File: src/rtl/ixs_pkg.sv
package ixs_pkg;

  typedef enum logic [1:0] {
    KIND_READ  = 2'd0,
    KIND_WRITE = 2'd1,
    KIND_RMW   = 2'd2,
    KIND_RSVD  = 2'd3
  } kind_e;

  typedef enum logic [3:0] {
    ST_IDLE,
    ST_OPC,
    ST_OPR,
    ST_PLO,
    ST_PHI,
    ST_EFF,
    ST_FIX,
    ST_DWB,
    ST_FWB
  } phase_e;

  function automatic kind_e kind_decode(input logic [1:0] raw);
    kind_e k;
    case (raw)
      2'd1:    k = KIND_WRITE;
      2'd2:    k = KIND_RMW;
      default: k = KIND_READ;
    endcase
    return k;
  endfunction

endpackage

File: src/rtl/ixs_lo_add.sv
module ixs_lo_add #(
  parameter int W = 8
) (
  input  logic [W-1:0] a,
  input  logic [W-1:0] b,
  output logic [W-1:0] sum,
  output logic         co
);
  logic [W:0] full;
  always_comb begin
    full = {1'b0, a} + {1'b0, b};
    sum  = full[W-1:0];
    co   = full[W];
  end
endmodule

File: src/rtl/ixs_ctrl.sv
module ixs_ctrl (
  input  logic           clk,
  input  logic           rst,
  input  logic           start,
  input  logic [1:0]     start_kind,
  input  logic           carry_nxt,
  output ixs_pkg::phase_e state_q,
  output ixs_pkg::phase_e nxt_state,
  output ixs_pkg::kind_e  kind_q,
  output logic           final_d
);
  import ixs_pkg::*;

  // phase sequencing
  always_comb begin
    nxt_state = state_q;
    case (state_q)
      ST_IDLE: nxt_state = start ? ST_OPC : ST_IDLE;
      ST_OPC:  nxt_state = ST_OPR;
      ST_OPR:  nxt_state = ST_PLO;
      ST_PLO:  nxt_state = ST_PHI;
      ST_PHI:  nxt_state = ST_EFF;
      ST_EFF:  nxt_state = (kind_q == KIND_READ && !carry_nxt) ? ST_IDLE : ST_FIX;
      ST_FIX:  nxt_state = (kind_q == KIND_RMW) ? ST_DWB : ST_IDLE;
      ST_DWB:  nxt_state = ST_FWB;
      ST_FWB:  nxt_state = ST_IDLE;
      default: nxt_state = ST_IDLE;
    endcase
  end

  // the phase being entered carries the last access of the operation
  always_comb begin
    case (nxt_state)
      ST_EFF:  final_d = (kind_q == KIND_READ) && !carry_nxt;
      ST_FIX:  final_d = (kind_q != KIND_RMW);
      ST_FWB:  final_d = 1'b1;
      default: final_d = 1'b0;
    endcase
  end

  always_ff @(posedge clk) begin
    if (rst) begin
      state_q <= ST_IDLE;
      kind_q  <= KIND_READ;
    end else begin
      state_q <= nxt_state;
      if (state_q == ST_IDLE && start) kind_q <= kind_decode(start_kind);
    end
  end

  AST_KIND_HELD_BUSY: assert property (@(posedge clk) disable iff (rst)
    (state_q != ST_IDLE && $past(state_q) != ST_IDLE) |-> $stable(kind_q));

  AST_OPC_FROM_IDLE: assert property (@(posedge clk) disable iff (rst)
    (state_q == ST_OPC) |-> ($past(state_q) == ST_IDLE && $past(start)));

endmodule

File: src/rtl/ixs_path.sv
module ixs_path #(
  parameter int DATA_W = 8,
  parameter int ADDR_W = 16
) (
  input  logic              clk,
  input  logic              rst,
  input  ixs_pkg::phase_e   state_q,
  input  ixs_pkg::phase_e   nxt_state,
  input  ixs_pkg::kind_e    kind_q,
  input  logic [ADDR_W-1:0] start_pc,
  input  logic [DATA_W-1:0] start_y,
  input  logic [DATA_W-1:0] bus_din,
  input  logic [DATA_W-1:0] wr_result,
  output logic              carry_nxt,
  output logic [ADDR_W-1:0] addr_d,
  output logic              rnw_d,
  output logic              dout_we,
  output logic [DATA_W-1:0] dout_d
);
  import ixs_pkg::*;

  localparam logic [DATA_W-1:0] ZERO_PAGE = '0;
  localparam logic [DATA_W-1:0] ONE_B     = DATA_W'(1);
  localparam logic [ADDR_W-1:0] ONE_A     = ADDR_W'(1);

  logic [ADDR_W-1:0] pc_q;
  logic [DATA_W-1:0] y_q;
  logic [DATA_W-1:0] zp_q;
  logic [DATA_W-1:0] lo_q;
  logic [DATA_W-1:0] hi_q;
  logic [DATA_W-1:0] sum_q;
  logic              carry_q;
  logic [DATA_W-1:0] add_sum;
  logic              add_co;
  logic [DATA_W-1:0] eff_hi;

  ixs_lo_add #(.W(DATA_W)) u_lo_add (
    .a   (lo_q),
    .b   (y_q),
    .sum (add_sum),
    .co  (add_co)
  );

  // operand, pointer and sum capture
  always_ff @(posedge clk) begin
    if (rst) begin
      pc_q    <= '0;
      y_q     <= '0;
      zp_q    <= '0;
      lo_q    <= '0;
      hi_q    <= '0;
      sum_q   <= '0;
      carry_q <= 1'b0;
    end else begin
      if (state_q == ST_IDLE && nxt_state == ST_OPC) begin
        pc_q <= start_pc;
        y_q  <= start_y;
      end
      case (state_q)
        ST_OPR: zp_q <= bus_din;
        ST_PLO: lo_q <= bus_din;
        ST_PHI: begin
          hi_q    <= bus_din;
          sum_q   <= add_sum;
          carry_q <= add_co;
        end
        default: ;
      endcase
    end
  end

  assign carry_nxt = (state_q == ST_PHI) ? add_co : carry_q;
  assign eff_hi    = hi_q + {{(DATA_W-1){1'b0}}, carry_q};

  // address of the access in the phase being entered
  always_comb begin
    case (nxt_state)
      ST_OPC:                 addr_d = start_pc;
      ST_OPR:                 addr_d = pc_q + ONE_A;
      ST_PLO:                 addr_d = {ZERO_PAGE, bus_din};
      ST_PHI:                 addr_d = {ZERO_PAGE, zp_q + ONE_B};
      ST_EFF:                 addr_d = {bus_din, add_sum};
      ST_FIX, ST_DWB, ST_FWB: addr_d = {eff_hi, sum_q};
      default:                addr_d = '0;
    endcase
  end

  always_comb begin
    rnw_d   = !((nxt_state == ST_FIX && kind_q == KIND_WRITE) ||
                nxt_state == ST_DWB || nxt_state == ST_FWB);
    dout_we = !rnw_d;
    dout_d  = (nxt_state == ST_DWB) ? bus_din : wr_result;
  end

endmodule

File: src/rtl/ixs_busreg.sv
module ixs_busreg #(
  parameter int DATA_W = 8,
  parameter int ADDR_W = 16
) (
  input  logic              clk,
  input  logic              rst,
  input  logic [ADDR_W-1:0] addr_d,
  input  logic              rnw_d,
  input  logic              dout_we,
  input  logic [DATA_W-1:0] dout_d,
  input  logic              final_d,
  output logic [ADDR_W-1:0] addr_q,
  output logic              rnw_q,
  output logic [DATA_W-1:0] dout_q,
  output logic              done_q
);
  always_ff @(posedge clk) begin
    if (rst) begin
      addr_q <= '0;
      rnw_q  <= 1'b1;
      dout_q <= '0;
      done_q <= 1'b0;
    end else begin
      addr_q <= addr_d;
      rnw_q  <= rnw_d;
      done_q <= final_d;
      if (dout_we) dout_q <= dout_d;
    end
  end
endmodule

File: src/rtl/ptr_idx_seq.sv
module ptr_idx_seq #(
  parameter int DATA_W = 8,
  localparam int ADDR_W = 2 * DATA_W
) (
  input  logic              clk,
  input  logic              rst,
  input  logic              start,
  input  logic [1:0]        start_kind,
  input  logic [ADDR_W-1:0] start_pc,
  input  logic [DATA_W-1:0] start_y,
  input  logic [DATA_W-1:0] wr_result,
  input  logic [DATA_W-1:0] bus_din,
  output logic [ADDR_W-1:0] bus_addr,
  output logic [DATA_W-1:0] bus_dout,
  output logic              bus_rnw,
  output logic              done
);
  import ixs_pkg::*;

  localparam logic [DATA_W-1:0] ONE_B = DATA_W'(1);
  localparam logic [ADDR_W-1:0] ONE_A = ADDR_W'(1);

  phase_e            state_q;
  phase_e            nxt_state;
  kind_e             kind_q;
  logic              final_d;
  logic              carry_nxt;
  logic [ADDR_W-1:0] addr_d;
  logic              rnw_d;
  logic              dout_we;
  logic [DATA_W-1:0] dout_d;

  ixs_ctrl u_ctrl (
    .clk        (clk),
    .rst        (rst),
    .start      (start),
    .start_kind (start_kind),
    .carry_nxt  (carry_nxt),
    .state_q    (state_q),
    .nxt_state  (nxt_state),
    .kind_q     (kind_q),
    .final_d    (final_d)
  );

  ixs_path #(.DATA_W(DATA_W), .ADDR_W(ADDR_W)) u_path (
    .clk       (clk),
    .rst       (rst),
    .state_q   (state_q),
    .nxt_state (nxt_state),
    .kind_q    (kind_q),
    .start_pc  (start_pc),
    .start_y   (start_y),
    .bus_din   (bus_din),
    .wr_result (wr_result),
    .carry_nxt (carry_nxt),
    .addr_d    (addr_d),
    .rnw_d     (rnw_d),
    .dout_we   (dout_we),
    .dout_d    (dout_d)
  );

  ixs_busreg #(.DATA_W(DATA_W), .ADDR_W(ADDR_W)) u_busreg (
    .clk     (clk),
    .rst     (rst),
    .addr_d  (addr_d),
    .rnw_d   (rnw_d),
    .dout_we (dout_we),
    .dout_d  (dout_d),
    .final_d (final_d),
    .addr_q  (bus_addr),
    .rnw_q   (bus_rnw),
    .dout_q  (bus_dout),
    .done_q  (done)
  );

  AST_IDLE_READ_ZERO: assert property (@(posedge clk) disable iff (rst)
    (state_q == ST_IDLE) |-> (bus_addr == '0 && bus_rnw && !done));

  AST_OPERAND_AFTER_OPCODE: assert property (@(posedge clk) disable iff (rst)
    (state_q == ST_OPR) |-> (bus_addr == $past(bus_addr) + ONE_A));

  AST_PTR_HIGH_IN_ZP: assert property (@(posedge clk) disable iff (rst)
    (state_q == ST_PHI) |-> (bus_addr[ADDR_W-1:DATA_W] == '0 &&
      bus_addr[DATA_W-1:0] == $past(bus_addr[DATA_W-1:0]) + ONE_B));

  AST_SPECULATIVE_IS_READ: assert property (@(posedge clk) disable iff (rst)
    (state_q == ST_EFF) |-> bus_rnw);

  AST_FIXUP_KEEPS_LOW: assert property (@(posedge clk) disable iff (rst)
    (state_q == ST_FIX) |-> (bus_addr[DATA_W-1:0] == $past(bus_addr[DATA_W-1:0])));

  AST_WRITE_ONLY_CORRECTED: assert property (@(posedge clk) disable iff (rst)
    !bus_rnw |-> (state_q == ST_FIX || state_q == ST_DWB || state_q == ST_FWB));

  AST_DUMMY_WRITEBACK: assert property (@(posedge clk) disable iff (rst)
    (state_q == ST_DWB) |-> (!bus_rnw && bus_dout == $past(bus_din)));

  AST_DONE_SINGLE: assert property (@(posedge clk) disable iff (rst)
    done |=> (!done && state_q == ST_IDLE));

endmodule

File: config.mk
export PLATFORM = sky130hd
export DESIGN_NAME = ptr_idx_seq
export DESIGN_NICKNAME = d
export VERILOG_FILES = /design/src/rtl/ixs_pkg.sv /design/src/rtl/ixs_lo_add.sv /design/src/rtl/ixs_ctrl.sv /design/src/rtl/ixs_path.sv /design/src/rtl/ixs_busreg.sv /design/src/rtl/ptr_idx_seq.sv
export SDC_FILE = /design/constraint.sdc
export NUM_CORES = 1
export LEC_CHECK = 0
export ABC_AREA = 1
export BUFFER_PORTS_ARGS = -buffer_cell sky130_fd_sc_hd__buf_2
export CORE_UTILIZATION = 61
export DETAILED_ROUTE_END_ITERATION = 10
export PLACE_DENSITY = 0.93
export SYNTH_ARGS = -nofsm -noshare
export SYNTH_HDL_FRONTEND = slang
export SYNTH_SLANG_ARGS = --single-unit
File: constraint.sdc
create_clock -name clk -period 3.9 [get_ports clk]
set_input_delay 0 -clock clk [delete_from_list [all_inputs] [get_ports clk]]
set_output_delay 0 -clock clk [all_outputs]
set_load 0.02 [all_outputs]
======== Word-level counts from Yosys, hierarchy flattened ========
Cells that the tools add are included.
word-level totals
  output and inout bits ................... 26
  input bits .............................. 45
  logic and storage cells ................. 57
  flip-flop bits (word level) ............. 89
operators by class
  add/subtract/negate cells ............... 4
  equality and inequality tests ........... 20
  reduce and logical (&&, ||, !) cells .... 11
  muxes and demuxes ....................... 9
operator list
  kind                                                              count
  16-bit one-hot mux with 6 select lines                            1
  4-bit by 3-bit == test with 1-bit output (second input constant)  8
  4-bit one-hot mux with 8 select lines                             1
  16-bit by 1-bit adder with 16-bit output (second input constant)  1
  4-bit by 2-bit == test with 1-bit output (second input constant)  4
  8-bit by 8-bit adder with 9-bit output                            1
  8-bit by 1-bit adder with 8-bit output                            1
  8-bit by 1-bit adder with 8-bit output (second input constant)    1
  4-bit by 1-bit == test with 1-bit output (second input constant)  2
  8-bit 2-to-1 mux                                                  1
  3-bit 2-to-1 mux                                                  2
  2-bit by 1-bit == test with 1-bit output (second input constant)  2
  2-bit == test (second input constant)                             2
  4-bit == test (second input constant)                             1
  1-bit logical AND                                                 4
  4-bit logical NOT                                                 1
  2-bit one-hot mux with 2 select lines                             1
  1-bit one-hot mux with 3 select lines                             1
  3-bit OR reduction                                                1
  1-bit logical NOT                                                 2
  2-bit logical NOT                                                 1
  1-bit logical OR                                                  2
  1-bit 2-to-1 mux                                                  2
  2-bit != test (second input constant)                             1

======== Logic depth before layout (Yosys ltp) ========
  depth after elaboration ................. 11
  depth in mapped cells ................... 15
  mapped depth without buffers ............ 14

======== Hierarchy ========
Synthesis repeated with hierarchy kept, for this count alone.
second synthesis, totals
  cell total of the unflattened synthesis .. 757
  area total of the unflattened synthesis .. 4952.2 um^2
modules (own cells, without submodules)
  module      sequential area each (um^2)  cells each  instances  area each (um^2)
  ixs_path    1141.1                       534         1          3328.2
  ixs_busreg  520.5                        106         1          890.9
  ixs_lo_add  0.0                          59          1          376.6
  ixs_ctrl    120.1                        58          1          356.6

======== Least setup slack after synthesis ========
Ideal clock, no wire load.
  path type ............................... register -> register
  from .................................... reg u_path.y_q[0]
  to ...................................... reg u_busreg.dout_q[0]
  required time ........................... 3.785 ns
  library setup time ...................... 0.115 ns
  buffers on the path ..................... 1
  period minus slack after synthesis ...... 1.955 ns
  stages on the path, launching flop included .. 15
  path slack .............................. 1.945 ns
  arrival ................................. 1.840 ns
  cell sequence ........................... dfxtp_1 ha_1 inv_1 fa_1 inv_1 nand2_1 nand2_1 nand3_1 nand3_1 nand2_1 nand2_2 nand3_2 buf_4 a21oi_1 nor2_1
between the ends
  longest elaborated chain between the ends .. 10
  elaborated cells on any way between the ends .. 13
  those cells by class .................... add/sub: 1; eq/ne: 3; mux: 4; reduce/logical: 5
ends and longest elaborated chain
  what                                        RTL line          RTL
  from (decl)                                 ixs_path.sv:27    logic [DATA_W-1:0] y_q;
  from (signal assigned)                      ixs_path.sv:57    y_q <= start_y;
  8-bit by 8-bit adder with 9-bit output (*)  ixs_lo_add.sv:11  full = {1'b0, a} + {1'b0, b};
  1-bit 2-to-1 mux (*)                        n/a
  1-bit logical NOT (*)                       ixs_ctrl.sv:23    ST_EFF: nxt_state = (kind_q == KIND_READ && !carry_nxt) ? ST_IDLE : ST_FIX;
  1-bit logical AND (*)                       ixs_ctrl.sv:23
  3-bit 2-to-1 mux (*)                        ixs_ctrl.sv:23
  4-bit one-hot mux with 8 select lines (*)   ixs_ctrl.sv:17    case (state_q)
  4-bit by 3-bit == test with 1-bit output    ixs_path.sv:89    rnw_d = !((nxt_state == ST_FIX && kind_q == KIND_WRITE) ||
  1-bit logical AND                           ixs_path.sv:89
  1-bit logical OR                            ixs_path.sv:89
  1-bit logical OR                            ixs_path.sv:90    nxt_state == ST_DWB || nxt_state == ST_FWB);
  to (signal assigned)                        ixs_busreg.sv:27  if (dout_we) dout_q <= dout_d;
  to (decl)                                   ixs_busreg.sv:14  output logic [DATA_W-1:0] dout_q,
Mark *: on every way between the ends. The rest lies on a longest branch, timed or not.
A chain may end at the register's enable or synchronous reset.

======== Worst setup path in the final report ========
  from .................................... reg u_path.y_q[0]
  to ...................................... reg u_busreg.addr_q[5]
between the ends
  longest elaborated chain between the ends .. 9
  elaborated cells on any way between the ends .. 16
  those cells by class .................... add/sub: 1; eq/ne: 8; mux: 4; reduce/logical: 3
ends and longest elaborated chain
  what                                                                       RTL line          RTL
  8-bit by 8-bit adder with 9-bit output (*)                                 ixs_lo_add.sv:11
  1-bit 2-to-1 mux                                                           n/a
  1-bit logical NOT                                                          ixs_ctrl.sv:23
  1-bit logical AND                                                          ixs_ctrl.sv:23
  3-bit 2-to-1 mux                                                           ixs_ctrl.sv:23
  4-bit one-hot mux with 8 select lines                                      ixs_ctrl.sv:17
  4-bit by 3-bit == test with 1-bit output or 4-bit == test (tied branches)  ixs_path.sv:77    case (nxt_state)
  3-bit OR reduction                                                         ixs_path.sv:77
  16-bit one-hot mux with 6 select lines (*)                                 ixs_path.sv:77
  to (signal assigned)                                                       ixs_busreg.sv:24  addr_q <= addr_d;
  to (decl)                                                                  ixs_busreg.sv:12  output logic [ADDR_W-1:0] addr_q,
Marked as above.

==> metrics <==
violated checks negative hold slack; share of layout cells above drive strength 1 13.5%; CP Max Fanout 16; CTS Buffer Depth 2; # setup viols final 0; TritonCTS Buffers 9; largest cells by area after synthesis dfxtp_1 (39%), nand2_1 (15%), a21oi_1 (9.0%), nand3_1 (7.0%), inv_1 (6.7%); crit end category flop; Hold Crit Class in2reg; outcome finished, violations left; Yosys warnings 0; Setup WS pre-CTS 1.63 ns; clock slew at reported path FFs approximately 0.090 ns; Slew HR 57.9%; Routed Antenna Nets 0; n_diodes 0; maxcap violations 0; Detailed Place HPWL 8.97 mm; # DRC 0; Final Slew Violations 0; Synth async-reset ratio 0%; Period Utilization, post-route 61.1%; Sink Count 89; P_leak 2.63 nW; boundary pin count 71; clock network latency to the later pin of the worst-skew pair around 0.36 ns; gpl congestion 0.950; die width just under 90 µm; worst path required time 4.19 ns; Min Hold Slack -0.00443 ns; Initial Utilization 62.8%; type of origin of the critical path flop; post-synth top area cell dfxtp_1; total power divided by cell area 394 nW/µm²; nets 832; syn nets about 740; ys flop type dfxtp_1; Seq/Total Area, Yosys 39.3%; DR WL/cell 15.3 µm; Syn-to-layout area delta 21.0%; vias in the first global route 4,654; core area between 7000 and 8000 µm²; Synth Area per Inst between 6 and 7 µm²; Worst Skew about 0.0087 ns; Die Ht between 80 and 90 µm; CTS tree done; vias after detailed routing approximately 5.0k; floorplan row count 31; total global routing overflow 0; clock root buffer clkbuf_8; Port Buffers 70; Max Freq 420 MHz; TritonRoute pass-1 iters 5; Final Power 2.16 mW; share of the synthesized area in the top cell type 39.3%; DRT iter0 DRCs 545; Post-Route Setup TNS 0 ns; slack of the critical path 1.52 ns; Total Wirelength 13.4 mm; CP arrival 2.67 ns; Max rail drop VDD 0.251 mV; Gate Count Post-Synth 680; final hold vios 1; Netlist Area Pre-Place about 4500 µm²; post-layout min period 2.38 ns; die area a little under 8000 µm²; H-Tree Level Count 3; Post-synth EDFFs 0; Total GRT Usage 36.4%; RSZ-0062 raised after global routing no; kind of critical path reg2reg; post-DR vias/cell about 5.7; initial antenna violation count 0; largest net degree at the start of global routing 54; post-synth cell types 34; first-pass GRT wire length 21.5 mm; Filler cells around 550; Setup Buffers After CTS 0; flop and latch count out of synthesis approximately 90; Worst Max-Slew Pin Slew approximately 0.63 ns
worst max-delay path: stages, from the launching register on:
cell     delay, ns
dfxtp_1       0.35
ha_1          0.19
inv_1         0.07
fa_1          0.36
inv_1         0.09
nand2_1       0.08
nand2_1       0.12
nand3_1       0.09
nand3_1       0.09
nand2_1       0.08
nand2_2       0.09
nand2_2       0.08
nand2_2       0.31
nand2_1       0.12
a21oi_1       0.17
timing repair:
action	CTS	global route
hold buffers	34	0
endpoints found under the hold margin	34	0
endpoints found under the setup margin	0	0
resized for setup	0	0
synthesized netlist by cell type, types with 3 or more instances:
cell      count
a211oi_1      3
a21oi_1      81
a22oi_1       5
buf_2         4
buf_4         3
clkbuf_1     17
dfxtp_1      89
ha_1         12
inv_1        81
inv_2         5
nand2_1     177
nand2_2       4
nand3_1      63
nand4_1       9
nor2_1       50
nor3_1        8
o21ai_0      41
or2_2         4
xnor2_1       3
xor2_1        3
state kept, by name (all words and copies together), names as in the netlist:
| signal | cells |
|---|---|
| u_path.y_q | 8 |
| u_path.pc_q | 16 |
| u_busreg.addr_q | 16 |
| u_ctrl.kind_q | 2 |
| u_busreg.done_q | 1 |
| u_busreg.dout_q | 8 |
| u_path.zp_q | 8 |
| u_path.carry_q | 1 |
| u_busreg.rnw_q | 1 |
| u_path.sum_q | 8 |
| u_path.hi_q | 8 |
| u_path.lo_q | 8 |
| u_ctrl.state_q | 4 |
cell type report:
class / instances / area [µm²] / area share (%)
multi-input combinational: 478 / 2310 / 42.1
sequential: 89 / 1780 / 32.5
timing repair buffer: 108 / 721 / 13.1
inverter: 88 / 330 / 6.02
clock buffer: 9 / 124 / 2.26
tap: 99 / 124 / 2.26
clock inverter: 7 / 95.1 / 1.73
stage by stage:
stage | instances | cell area, µm² | util [%]
CTS | 878 | 5480 | 76.0
finish | 878 | 5480 | 76.0
detailed placement | 828 | 4920 | 68.2
global placement | 828 | 4920 | 68.2
global route | 878 | 5480 | 76.0
floorplan | 680 | 4530 | -
layer usage:
metal  global-route usage [%]  vias up  routed length, µm
li1                         -     2401                  -
met1                     45.3     2257               5310
met2                     59.2      292               6200
met3                     7.92       58               1320
met4                     19.4        0                602
met5                        0        -                  0
layout by cell type (no fill, tap or decap), types with 2 or more instances in the layout:
cell type      count
nand4_1            9
o21bai_1           2
o22ai_1            2
dlygate4sd3_1     34
buf_2             70
nor3_1             8
inv_2              5
a211oi_1           3
clkinv_4           2
o21ai_0           41
clkinv_1           2
dfxtp_1           89
ha_1              12
clkinv_2           2
nand2_1          177
xnor2_1            3
bufinv_16          2
a21oi_1           81
clkbuf_8           9
buf_4              4
nor2_1            50
inv_1             81
nand2_2            4
nand3_1           63
xor2_1             3
nand3b_1           2
a22oi_1            5
or2_2              4
path summary, 6_finish.rpt:
kind / startpoint / to / slack (ns) / depth (start not counted)
setup reg to reg: u_path.y_q[0] / u_busreg.addr_q[5] / 1.52 / 14
setup / recovery: u_path.y_q[0] / u_busreg.addr_q[5] / 1.52 / 14
hold reg to reg: u_path.sum_q[0] / u_busreg.addr_q[0] / 0.47 / 2
hold / removal: wr_result[7] / u_busreg.dout_q[7] / -0.004 / 5
cell families after synthesis:
family	count (synthesis)	share of synthesized area (%)
simple gates	322	30.1
compound gates	137	15.9
buf+inv	113	9.72
flops	89	39.3
fa+ha+maj	13	3.76
xor+xnor	6	1.16
power by group:
part           switching (mW)  total [mW]  internal [mW]
Clock                   0.340       0.701          0.361
Combinational           0.272       0.426          0.154
Sequential             0.0523        1.03          0.979
Total                   0.665        2.16           1.49
Note: power is estimated with default switching activity, not from simulation.
